File: src/rtl/sbaud_pkg.sv
package sbaud_pkg;

    localparam int DIV_SYNC = 12;
    localparam int DIV_FAST = 16;
    localparam int DIV_SLOW = 32;
    localparam int ACC_W    = $clog2(DIV_SLOW) + 1;

    typedef enum logic [1:0] {
        SER_SHIFT  = 2'd0,
        SER_VAR8   = 2'd1,
        SER_FIXED9 = 2'd2,
        SER_VAR9   = 2'd3
    } ser_mode_e;

    typedef struct packed {
        logic             tick;
        logic [ACC_W-1:0] div;
    } clk_pick_t;

    function automatic logic uses_timer(ser_mode_e m);
        return (m == SER_VAR8) || (m == SER_VAR9);
    endfunction

    function automatic logic [ACC_W-1:0] pick_div(ser_mode_e m, logic dbl);
        if (m == SER_SHIFT)
            return ACC_W'(DIV_SYNC);
        else if (dbl)
            return ACC_W'(DIV_FAST);
        else
            return ACC_W'(DIV_SLOW);
    endfunction

endpackage

File: src/rtl/sbaud_src_sel.sv
module sbaud_src_sel
    import sbaud_pkg::*;
(
    input  ser_mode_e mode,
    input  logic      dbl_rate,
    input  logic      use_t2,
    input  logic      mach_tick,
    input  logic      t1_ovf,
    input  logic      t2_ovf,
    output clk_pick_t pick
);
    logic timer_tick;

    always_comb begin
        timer_tick = use_t2 ? t2_ovf : t1_ovf;
        pick.tick  = uses_timer(mode) ? timer_tick : mach_tick;
        pick.div   = pick_div(mode, dbl_rate);
    end
endmodule

File: src/rtl/sbaud_accum.sv
module sbaud_accum
    import sbaud_pkg::*;
(
    input  logic      clk,
    input  logic      rst,
    input  logic      active,
    input  clk_pick_t pick,
    output logic      bit_stb
);
    logic [ACC_W-1:0] acc_q;
    logic [ACC_W-1:0] sum;

    always_comb sum = acc_q + ACC_W'(pick.tick);

    always_ff @(posedge clk) begin
        if (rst || !active) begin
            acc_q   <= '0;
            bit_stb <= 1'b0;
        end else if (sum >= pick.div) begin
            acc_q   <= sum - pick.div;
            bit_stb <= 1'b1;
        end else begin
            acc_q   <= sum;
            bit_stb <= 1'b0;
        end
    end
endmodule

File: src/rtl/sbaud_tick_div.sv
module sbaud_tick_div
    import sbaud_pkg::*;
(
    input  logic       clk,
    input  logic       rst,
    input  logic [1:0] mode,
    input  logic       dbl_rate,
    input  logic       tx_clk_t2,
    input  logic       rx_clk_t2,
    input  logic       mach_tick,
    input  logic       t1_ovf,
    input  logic       t2_tx_ovf,
    input  logic       t2_rx_ovf,
    input  logic       tx_active,
    input  logic       rx_active,
    output logic       tx_bit_stb,
    output logic       rx_bit_stb
);
    localparam int NDIR = 2;

    ser_mode_e        mode_e;
    logic [NDIR-1:0]  dir_t2sel;
    logic [NDIR-1:0]  dir_t2ovf;
    logic [NDIR-1:0]  dir_act;
    logic [NDIR-1:0]  dir_stb;
    clk_pick_t        dir_pick [NDIR];

    assign mode_e    = ser_mode_e'(mode);
    assign dir_t2sel = {rx_clk_t2, tx_clk_t2};
    assign dir_t2ovf = {t2_rx_ovf, t2_tx_ovf};
    assign dir_act   = {rx_active, tx_active};

    for (genvar d = 0; d < NDIR; d++) begin : g_dir
        sbaud_src_sel u_sel (
            .mode      (mode_e),
            .dbl_rate  (dbl_rate),
            .use_t2    (dir_t2sel[d]),
            .mach_tick (mach_tick),
            .t1_ovf    (t1_ovf),
            .t2_ovf    (dir_t2ovf[d]),
            .pick      (dir_pick[d])
        );
        sbaud_accum u_acc (
            .clk     (clk),
            .rst     (rst),
            .active  (dir_act[d]),
            .pick    (dir_pick[d]),
            .bit_stb (dir_stb[d])
        );
    end

    assign tx_bit_stb = dir_stb[0];
    assign rx_bit_stb = dir_stb[1];
endmodule

File: config.mk
export PLATFORM = sky130hd
export DESIGN_NAME = sbaud_tick_div
export DESIGN_NICKNAME = d
export VERILOG_FILES = /design/src/rtl/sbaud_pkg.sv /design/src/rtl/sbaud_src_sel.sv /design/src/rtl/sbaud_accum.sv /design/src/rtl/sbaud_tick_div.sv
export SDC_FILE = /design/constraint.sdc
export NUM_CORES = 1
export LEC_CHECK = 0
export BUFFER_PORTS_ARGS = -buffer_cell sky130_fd_sc_hd__clkbuf_2
export CORE_MARGIN = 10
export CORE_UTILIZATION = 40
export DETAILED_ROUTE_END_ITERATION = 12
export HOLD_SLACK_MARGIN = 0.06
export PLACE_DENSITY = 0.71
export REMOVE_ABC_BUFFERS = 1
export SYNTH_ARGS = -nofsm -noshare
export SYNTH_HDL_FRONTEND = slang
export SYNTH_SLANG_ARGS = --single-unit
File: constraint.sdc
create_clock -name clk -period 3 [get_ports clk]
set_clock_uncertainty 0.05 [all_clocks]
set_input_delay 0.15 -clock clk [delete_from_list [all_inputs] [get_ports clk]]
set_output_delay 0.15 -clock clk [all_outputs]
set_load 0.03 [all_outputs]
# Yosys cells after proc, flatten, opt, wreduce, memory -nomap -nowiden

Index checks and enable logic that the tools add are counted.

$lt $le $gt $ge: 2
Reductions and logical operators: 6
Eq/ne operators: 2
Mux-type cells: 10
Add/subtract/negate cells: 4

Operators by type and width:

| operator                                                        | count |
|---|---|
| 6-bit two-way mux                                               | 4 |
| 6-bit by 1-bit adder with 6-bit output                          | 2 |
| 6-bit >= comparator                                             | 2 |
| 6-bit subtractor                                                | 2 |
| 1-bit two-way mux                                               | 6 |
| 1-bit logical OR                                                | 3 |
| 2-bit by 1-bit == test with 1-bit output, second input constant | 1 |
| 2-bit == test, second input constant                            | 1 |
| 1-bit logical NOT                                               | 2 |
| 2-bit logical NOT                                               | 1 |

Flip-flop bits (word level): 14
Input port bits: 13
Output and inout port bits: 2
Logic and storage cells: 28

# Longest topological paths before layout

Gate-level depths: netlist of the first run.

Word-level depth: 6
Mapped depth: 11
Gate-level depth less buffers: 11

# Modules after synthesis

From an unflattened synthesis of the first run, not the netlist that was laid out.

Cell total of the unflattened synthesis: 160
Area total of the unflattened synthesis: 1363.8 µm²

By module, submodules not included:

| module                       | cells an instance | area each (µm²) | instances | sequential area each (µm²) |
|---|---|---|---|---|
| sbaud_accum (g_dir[0].u_acc) | 71                | 635.6           | 1         | 140.1 |
| sbaud_accum (g_dir[1].u_acc) | 69                | 610.6           | 1         | 140.1 |
| sbaud_src_sel                | 10                | 58.8            | 2         | 0.0 |

# Least setup slack after synthesis of the first run

No wires, ideal clock.

Kind: in2reg
From: input port tx_clk_t2
To: register g_dir[0].u_acc.acc_q[5]
Library setup time: 0.059 ns
Buffers on the path: 0
Slack: 0.677 ns
Arrival: 2.214 ns
Data required time: 2.891 ns
Stages: 11
Cells stage by stage: mux2i_1 -> a21oi_1 -> ha_1 -> ha_1 -> xnor2_1 -> ha_1 -> fa_1 -> nand2b_1 -> a21o_1 -> a21oi_2 -> a22o_1

Longest elaborated chain between the ends: 5
Elaborated cells between the ends (all ways): 6
Those cells by class: add/sub (2); order compare (1); mux (3)

RTL lines:

| item                                                           | RTL line                             | RTL |
|---|---|---|
| start: declaration                                             | sbaud_tick_div.sv:8                  | `input logic tx_clk_t2,` |
| 1-bit two-way mux *                                            | sbaud_src_sel.sv:15                  | `timer_tick = use_t2 ? t2_ovf : t1_ovf;` |
| 1-bit two-way mux *                                            | sbaud_src_sel.sv:16                  | `pick.tick = uses_timer(mode) ? timer_tick : mach_tick;` |
| 6-bit by 1-bit adder with 6-bit output *                       | sbaud_accum.sv:13                    | `always_comb sum = acc_q + ACC_W'(pick.tick);` |
| 6-bit subtractor / 6-bit >= comparator (equally long branches) | sbaud_accum.sv:20, sbaud_accum.sv:19 |  |
| 6-bit two-way mux *                                            | sbaud_accum.sv:19                    | `end else if (sum >= pick.div) begin` |
| end signal: assignment                                         | sbaud_accum.sv:20                    | `acc_q <= sum - pick.div;` |
| end signal: assignment                                         | sbaud_accum.sv:23                    | `acc_q <= sum;` |
| end: declaration                                               | sbaud_accum.sv:10                    | `logic [ACC_W-1:0] acc_q;` |

Every way passes the cells marked *; elsewhere a longest branch is shown, timed or not.
A chain may end at the register's enable or synchronous reset.

# Worst setup path in the final report of the first run

From: register g_dir[0].u_acc.acc_q[0]
To: register g_dir[0].u_acc.acc_q[5]

Longest elaborated chain between the ends: 3
Elaborated cells between the ends (all ways): 4
Those cells by class: add/sub (2); order compare (1); mux (1)

RTL lines:

| item                                                           | RTL line |
|---|---|
| 6-bit by 1-bit adder with 6-bit output *                       | sbaud_accum.sv:13 |
| 6-bit subtractor / 6-bit >= comparator (equally long branches) | sbaud_accum.sv:20, sbaud_accum.sv:19 |
| 6-bit two-way mux *                                            | sbaud_accum.sv:19 |

Marks and branches as above.

==> flow_summary.ini, run 1 <==
[critical_path]
critPathMaxFanout = 3
crit_path_cell_trace = ha_1 > ha_1 > xnor2_1 > ha_1 > fa_1 > nand2b_1 > a21o_1 > a21oi_2 > a22o_1
endpoint_kind = register
crit_arrival_ns = 2.56
critPathKind = register to register
start_kind = register
cp.required_ns = 3.19
critPathMostFrequentCell = ha_1
slowest_delay_ns = 0.43
critPathSlowestCell = fa_1

[route]
drtAntennaViolNets = 0
wire_per_inst_um = 12.7
initialDrtViolationCount = 5
drtPass1Iterations = 4
wl_met3_um = 45
num_vias = 843
totalWireLength_um = 2040
top_layer_used = met4
wl_met1_um = 1060
drc = 0
route.met2.wl_um = 843
vias_per_cell = 5.27

[cells_and_area]
drive_gt1_share_pct = 19.2
layout_common_cells = 14 x dfxtp_1, 14 x clkbuf_2, 12 x ha_1, 11 x nand3_1, 8 x xnor2_1
fin_nets = 159
diodes = 0
instances_no_fill = 160
fin_util_pct = 46.9
area.growth.synth_to_final_pct = 12.6

[place]
hpwlAfterDp_um = 1750
post-place-ws_ns = 0.439
finalWeightedCongestion = 0.821
dp.cells = 157
portBuffers = 14

[clock_network]
ctsResizeCount = 0
cts-hold-fix-buffers = 0
cts_root_buf = clkbuf_4
cts.sinks = 14
clk_path_buf_depth = 2
clkTransAtPathRegs_ns = 0.08
cts_setup_buffers = 0
cts_tree = yes
clock_latency_ns = 0.29
htree_num_levels = 1
cts-buffers-inserted = 3

[power_and_ir_drop]
vdd_drop_max_uv = 316
p_per_area_mw_per_mm2 = 439
leakagePower_uw = 0.000522

[grt]
grt_overflow = 0
grt_antenna_before_repair = 0
grt_usage_pct = 8.28
grt_pass1_wl_um = 3410
grt_pass1_vias = 844
grt_max_degree = 8

[synth]
synth_top_area_cell = dfxtp_1
synth_area_leaders = dfxtp_1 27%, ha_1 15%, xnor2_1 6.8%
yosysWarnings = 0
ys_ff_latch = 14
yosysSeqAreaShare_pct = 27.2
syn_avg_cell_area_um2 = 9.13
syn_area_mm2 = 0.00103
synth_top_cell_area_share_pct = 27.2
netlist_instances = 113
ys_types = 27

[timing]
hold_viol = 0
rsz0062_at_grt = no
fin_ws_ns = 0.626
finalSetupViolCount = 0
period_minus_slack_ns = 2.37
drv_slew = 0
finalSetupTns_ns = 0
tightestPinTransition_ns = 0.299
layout_worst_path_cycle_share_pct = 79.1
slew-limit-headroom_pct = 79.9
fmax_mhz = 421

[floorplanning]
core_mm2 = 0.00248
die_y_um = 70.8
die_w_um = 70.8
rows = 18
die-area_mm2 = 0.00501
ios = 15
initial_core_util_pct = 41.7

[hold_path]
hold_path_class = primary input to register

[run_status]
status = finished, final reports clean

[flow_run]
cap_violations = 0
## critical path: cells and delay by family, from the launching register on
kind                       cells  cell delay (ns)
xor gates and xnor gates       1             0.15
and+or+nand+nor                1             0.21
adders and majority gates      4             1.09
DFF                            1             0.31
AOI/OAI and AO/OA              3             0.51
## report_power, final
part,total (µW),switching [µW],internal (µW)
Combinational,192,105,87.0
Clock,109,61.8,46.7
Sequential,210,9.62,201
Total,510,176,334
## cell families after synthesis
kind of cell               synth area share [%]
buffers and inverters                      1.09
DFF                                        27.2
adders and majority gates                  18.4
and+or+nand+nor                            26.2
muxes                                      1.94
AOI/OAI and AO/OA                          15.0
xor gates and xnor gates                   10.2
## cells in the mapped netlist
master and count:
dfxtp_1 14, ha_1 12, nand3_1 11, xnor2_1 8
nor2_1 7, a21oi_1 6, o21ai_1 6, nand2_1 5
nand2b_1 5, and2_1 4, xor2_1 4, a21oi_2 3
inv_1 3, a21o_1 2, a22o_1 2, and3_1 2
and3_4 2, and4bb_1 2, fa_1 2, mux2i_1 2
nand3b_1 2, nor2b_1 2, nor3_1 2, o311a_1 2
a21oi_4 1, nand3_2 1, or2_2 1
## state kept, by name, indices dropped and copies added (netlist names)
| name | count |
|---|---|
| g_dir.u_acc.acc_q | 12 |
| g_dir.u_acc.bit_stb | 2 |
## path summary, 6_finish.rpt
| check | from | to | slack, ns | cells past startpoint |
|---|---|---|---|---|
| max | g_dir[0].u_acc.acc_q[0] | g_dir[0].u_acc.acc_q[5] | 0.63 | 9 |
| min | rx_active | g_dir[1].u_acc.bit_stb | 0.13 | 3 |
| max reg2reg | g_dir[0].u_acc.acc_q[0] | g_dir[0].u_acc.acc_q[5] | 0.63 | 9 |
| min reg2reg | g_dir[1].u_acc.acc_q[0] | g_dir[1].u_acc.acc_q[0] | 0.54 | 2 |
## routing by layer
metal  GRT usage [%]  vias up
met2            13.0       20
met1            9.28      370
met5               0        -
li1                -      446
met3            1.39        7
met4            7.74        0
## final cells by class
cell class / count / area [µm²]
clock buffer: 3 / 22.5
fill: 251 / 1320
sequential: 14 / 280
tap: 30 / 37.5
multi-input combinational: 96 / 741
inverter: 3 / 11.3
timing repair buffer: 14 / 70.1
## stage by stage
step | area [µm²] | hold WS [ns] | power, µW
final | 1160 | 0.135 | 510
after global routing | 1160 | 0.140 | 549
after CTS | 1160 | 0.130 | 514
after detailed placement | 1140 | 0.437 | 405
after global placement | 1140 | 0.436 | 401
after floorplan | 1030 | 0.283 | 363
Power figures use the tool's default switching activity.
==> run 2: changes to the inputs <==
Clock period 3 ns to 2.19 ns, I/O delays scaled along.
==> flow_summary.ini, run 2 (synthesis gave the netlist of run 1 again) <==
[run_status]
status = complete, but fails checks
violations = negative setup slack

[timing]
fin_ws_ns = -0.0166
hold_viol = 0
drv_slew = 0
fmax_mhz = 453
layout_worst_path_cycle_share_pct = 101
finalSetupTns_ns = -0.0166
slew-limit-headroom_pct = 79.6
finalSetupViolCount = 1
period_minus_slack_ns = 2.21
tightestPinTransition_ns = 0.306
rsz0062_at_grt = yes

[cells_and_area]
final_common_cell = buf_4
fill_cells = 196
top_register = g_dir.u_acc.acc_q
top_regs = g_dir.u_acc.acc_q x12, g_dir.u_acc.bit_stb x2
area.growth.synth_to_final_pct = 55.4
fin_area_mm2 = 0.00160
drive_gt1_share_pct = 52.3
layout_common_cells = 18 x buf_4, 14 x clkbuf_2, 12 x dfxtp_1, 6 x nand3_1, 6 x o21ai_1
multi_input_area_mm2 = 0.00101
fin_util_pct = 64.7
regArea_um2 = 283
largest_reg_flops = 12
diodes = 0
fin_nets = 179

[grt]
grt_antenna_before_repair = 0
grt_max_degree = 9
grt_usage_pct = 10.2
grt_pass1_wl_um = 4320
grt_pass1_vias = 1071
grt_overflow = 0

[clock_network]
cts_root_buf = clkbuf_4
cts_tree = yes
clkTransAtPathRegs_ns = 0.10
cts-hold-fix-buffers = 0
clock_latency_ns = 0.27
clk_path_buf_depth = 2
cts-buffers-inserted = 3
htree_num_levels = 1
cts.sinks = 14

[critical_path]
crit_path_cell_trace = ha_4 > ha_4 > xnor2_4 > ha_2 > fa_2 > nand2b_4 > a21oi_4 > o21ai_1 > and3_1
crit_arrival_ns = 2.34
cp.required_ns = 2.32
start_kind = register
endpoint_kind = register
path_buf_inv = 0
critPathMostFrequentCell = ha_4
slowest_delay_ns = 0.40
critPathKind = register to register
critPathSlowestCell = fa_2
critPathMaxFanout = 5
cpLargestDelayFamily = adder cells

[flow_run]
cap_violations = 0

[power_and_ir_drop]
vdd_drop_max_uv = 633
p_per_area_mw_per_mm2 = 558
fin_total_pwr_uw = 895
leakagePower_uw = 0.000673

[floorplanning]
rows = 18
ios = 15
core_mm2 = 0.00248
die-area_mm2 = 0.00501
die_y_um = 70.8
die_w_um = 70.8
initial_core_util_pct = 41.7

[route]
drtPass1Iterations = 4
drc = 0
initialDrtViolationCount = 27
drtAntennaViolNets = 0
wire_per_inst_um = 16.1
totalWireLength_um = 2920
vias_per_cell = 5.54
num_vias = 1003

[place]
hpwlAfterDp_um = 1900
portBuffers = 14
place_area_mm2 = 0.00125
finalWeightedCongestion = 0.860
post-place-ws_ns = -0.310

[hold_path]
hold_path_class = primary input to register
run 2: final timing paths:
check                           slack (ns)               startpoint  depth (start not counted)                       to
worst max register to register       -0.02  g_dir[0].u_acc.acc_q[0]                          9  g_dir[0].u_acc.acc_q[2]
worst max-delay path                 -0.02  g_dir[0].u_acc.acc_q[0]                          9  g_dir[0].u_acc.acc_q[2]
worst min-delay path                  0.11                tx_active                          3  g_dir[0].u_acc.acc_q[4]
worst min register to register        0.56  g_dir[1].u_acc.acc_q[0]                          2  g_dir[1].u_acc.acc_q[0]
run 2: where the power goes:
part / total [µW] / switching [µW] / internal (µW) / leakage, µW
registers: 302 / 26.6 / 275 / 0.000115
clock network: 191 / 89.9 / 101 / 0.0000210
logic: 402 / 196 / 206 / 0.000538
run 2: what timing repair did:
action                     in CTS  in global routing
resized for setup              21                 27
setup buffers                   2                  3
setup endpoints to repair      10                  9
pin swaps                      16                 19
run 2: layout make-up:
| type | instances | area share (%) |
|---|---|---|
| clock buffers | 4 | 2.26 |
| multi-input cells | 96 | 62.9 |
| inverters | 3 | 0.702 |
| well taps | 30 | 2.34 |
| repair buffers | 34 | 14.2 |
| flip-flops and latches | 14 | 17.6 |
run 2: worst reg2reg max path, stage by stage, from the launching register on:
cell      delay (ns)
dfxtp_2         0.34
ha_4            0.17
ha_4            0.18
xnor2_4         0.13
ha_2            0.21
fa_2            0.40
nand2b_4        0.16
a21oi_4         0.20
o21ai_1         0.09
and3_1          0.19
run 2: per-layer routing:
layer	GRT usage, %	vias to the layer above	share of wire, %
met5	0	-	0
met4	4.95	0	2.1
met3	1.81	6	4.2
met2	18.7	29	51
met1	10.8	483	43
li1	-	485	-
run 2: stage by stage:
step           hold slack (ns)  std cells
2_1_floorplan            0.242        113
3_3_place_gp             0.394        172
3_5_place_dp             0.394        172
4_1_cts                 0.0956        178
5_1_grt                  0.124        181
6_report                 0.112        181
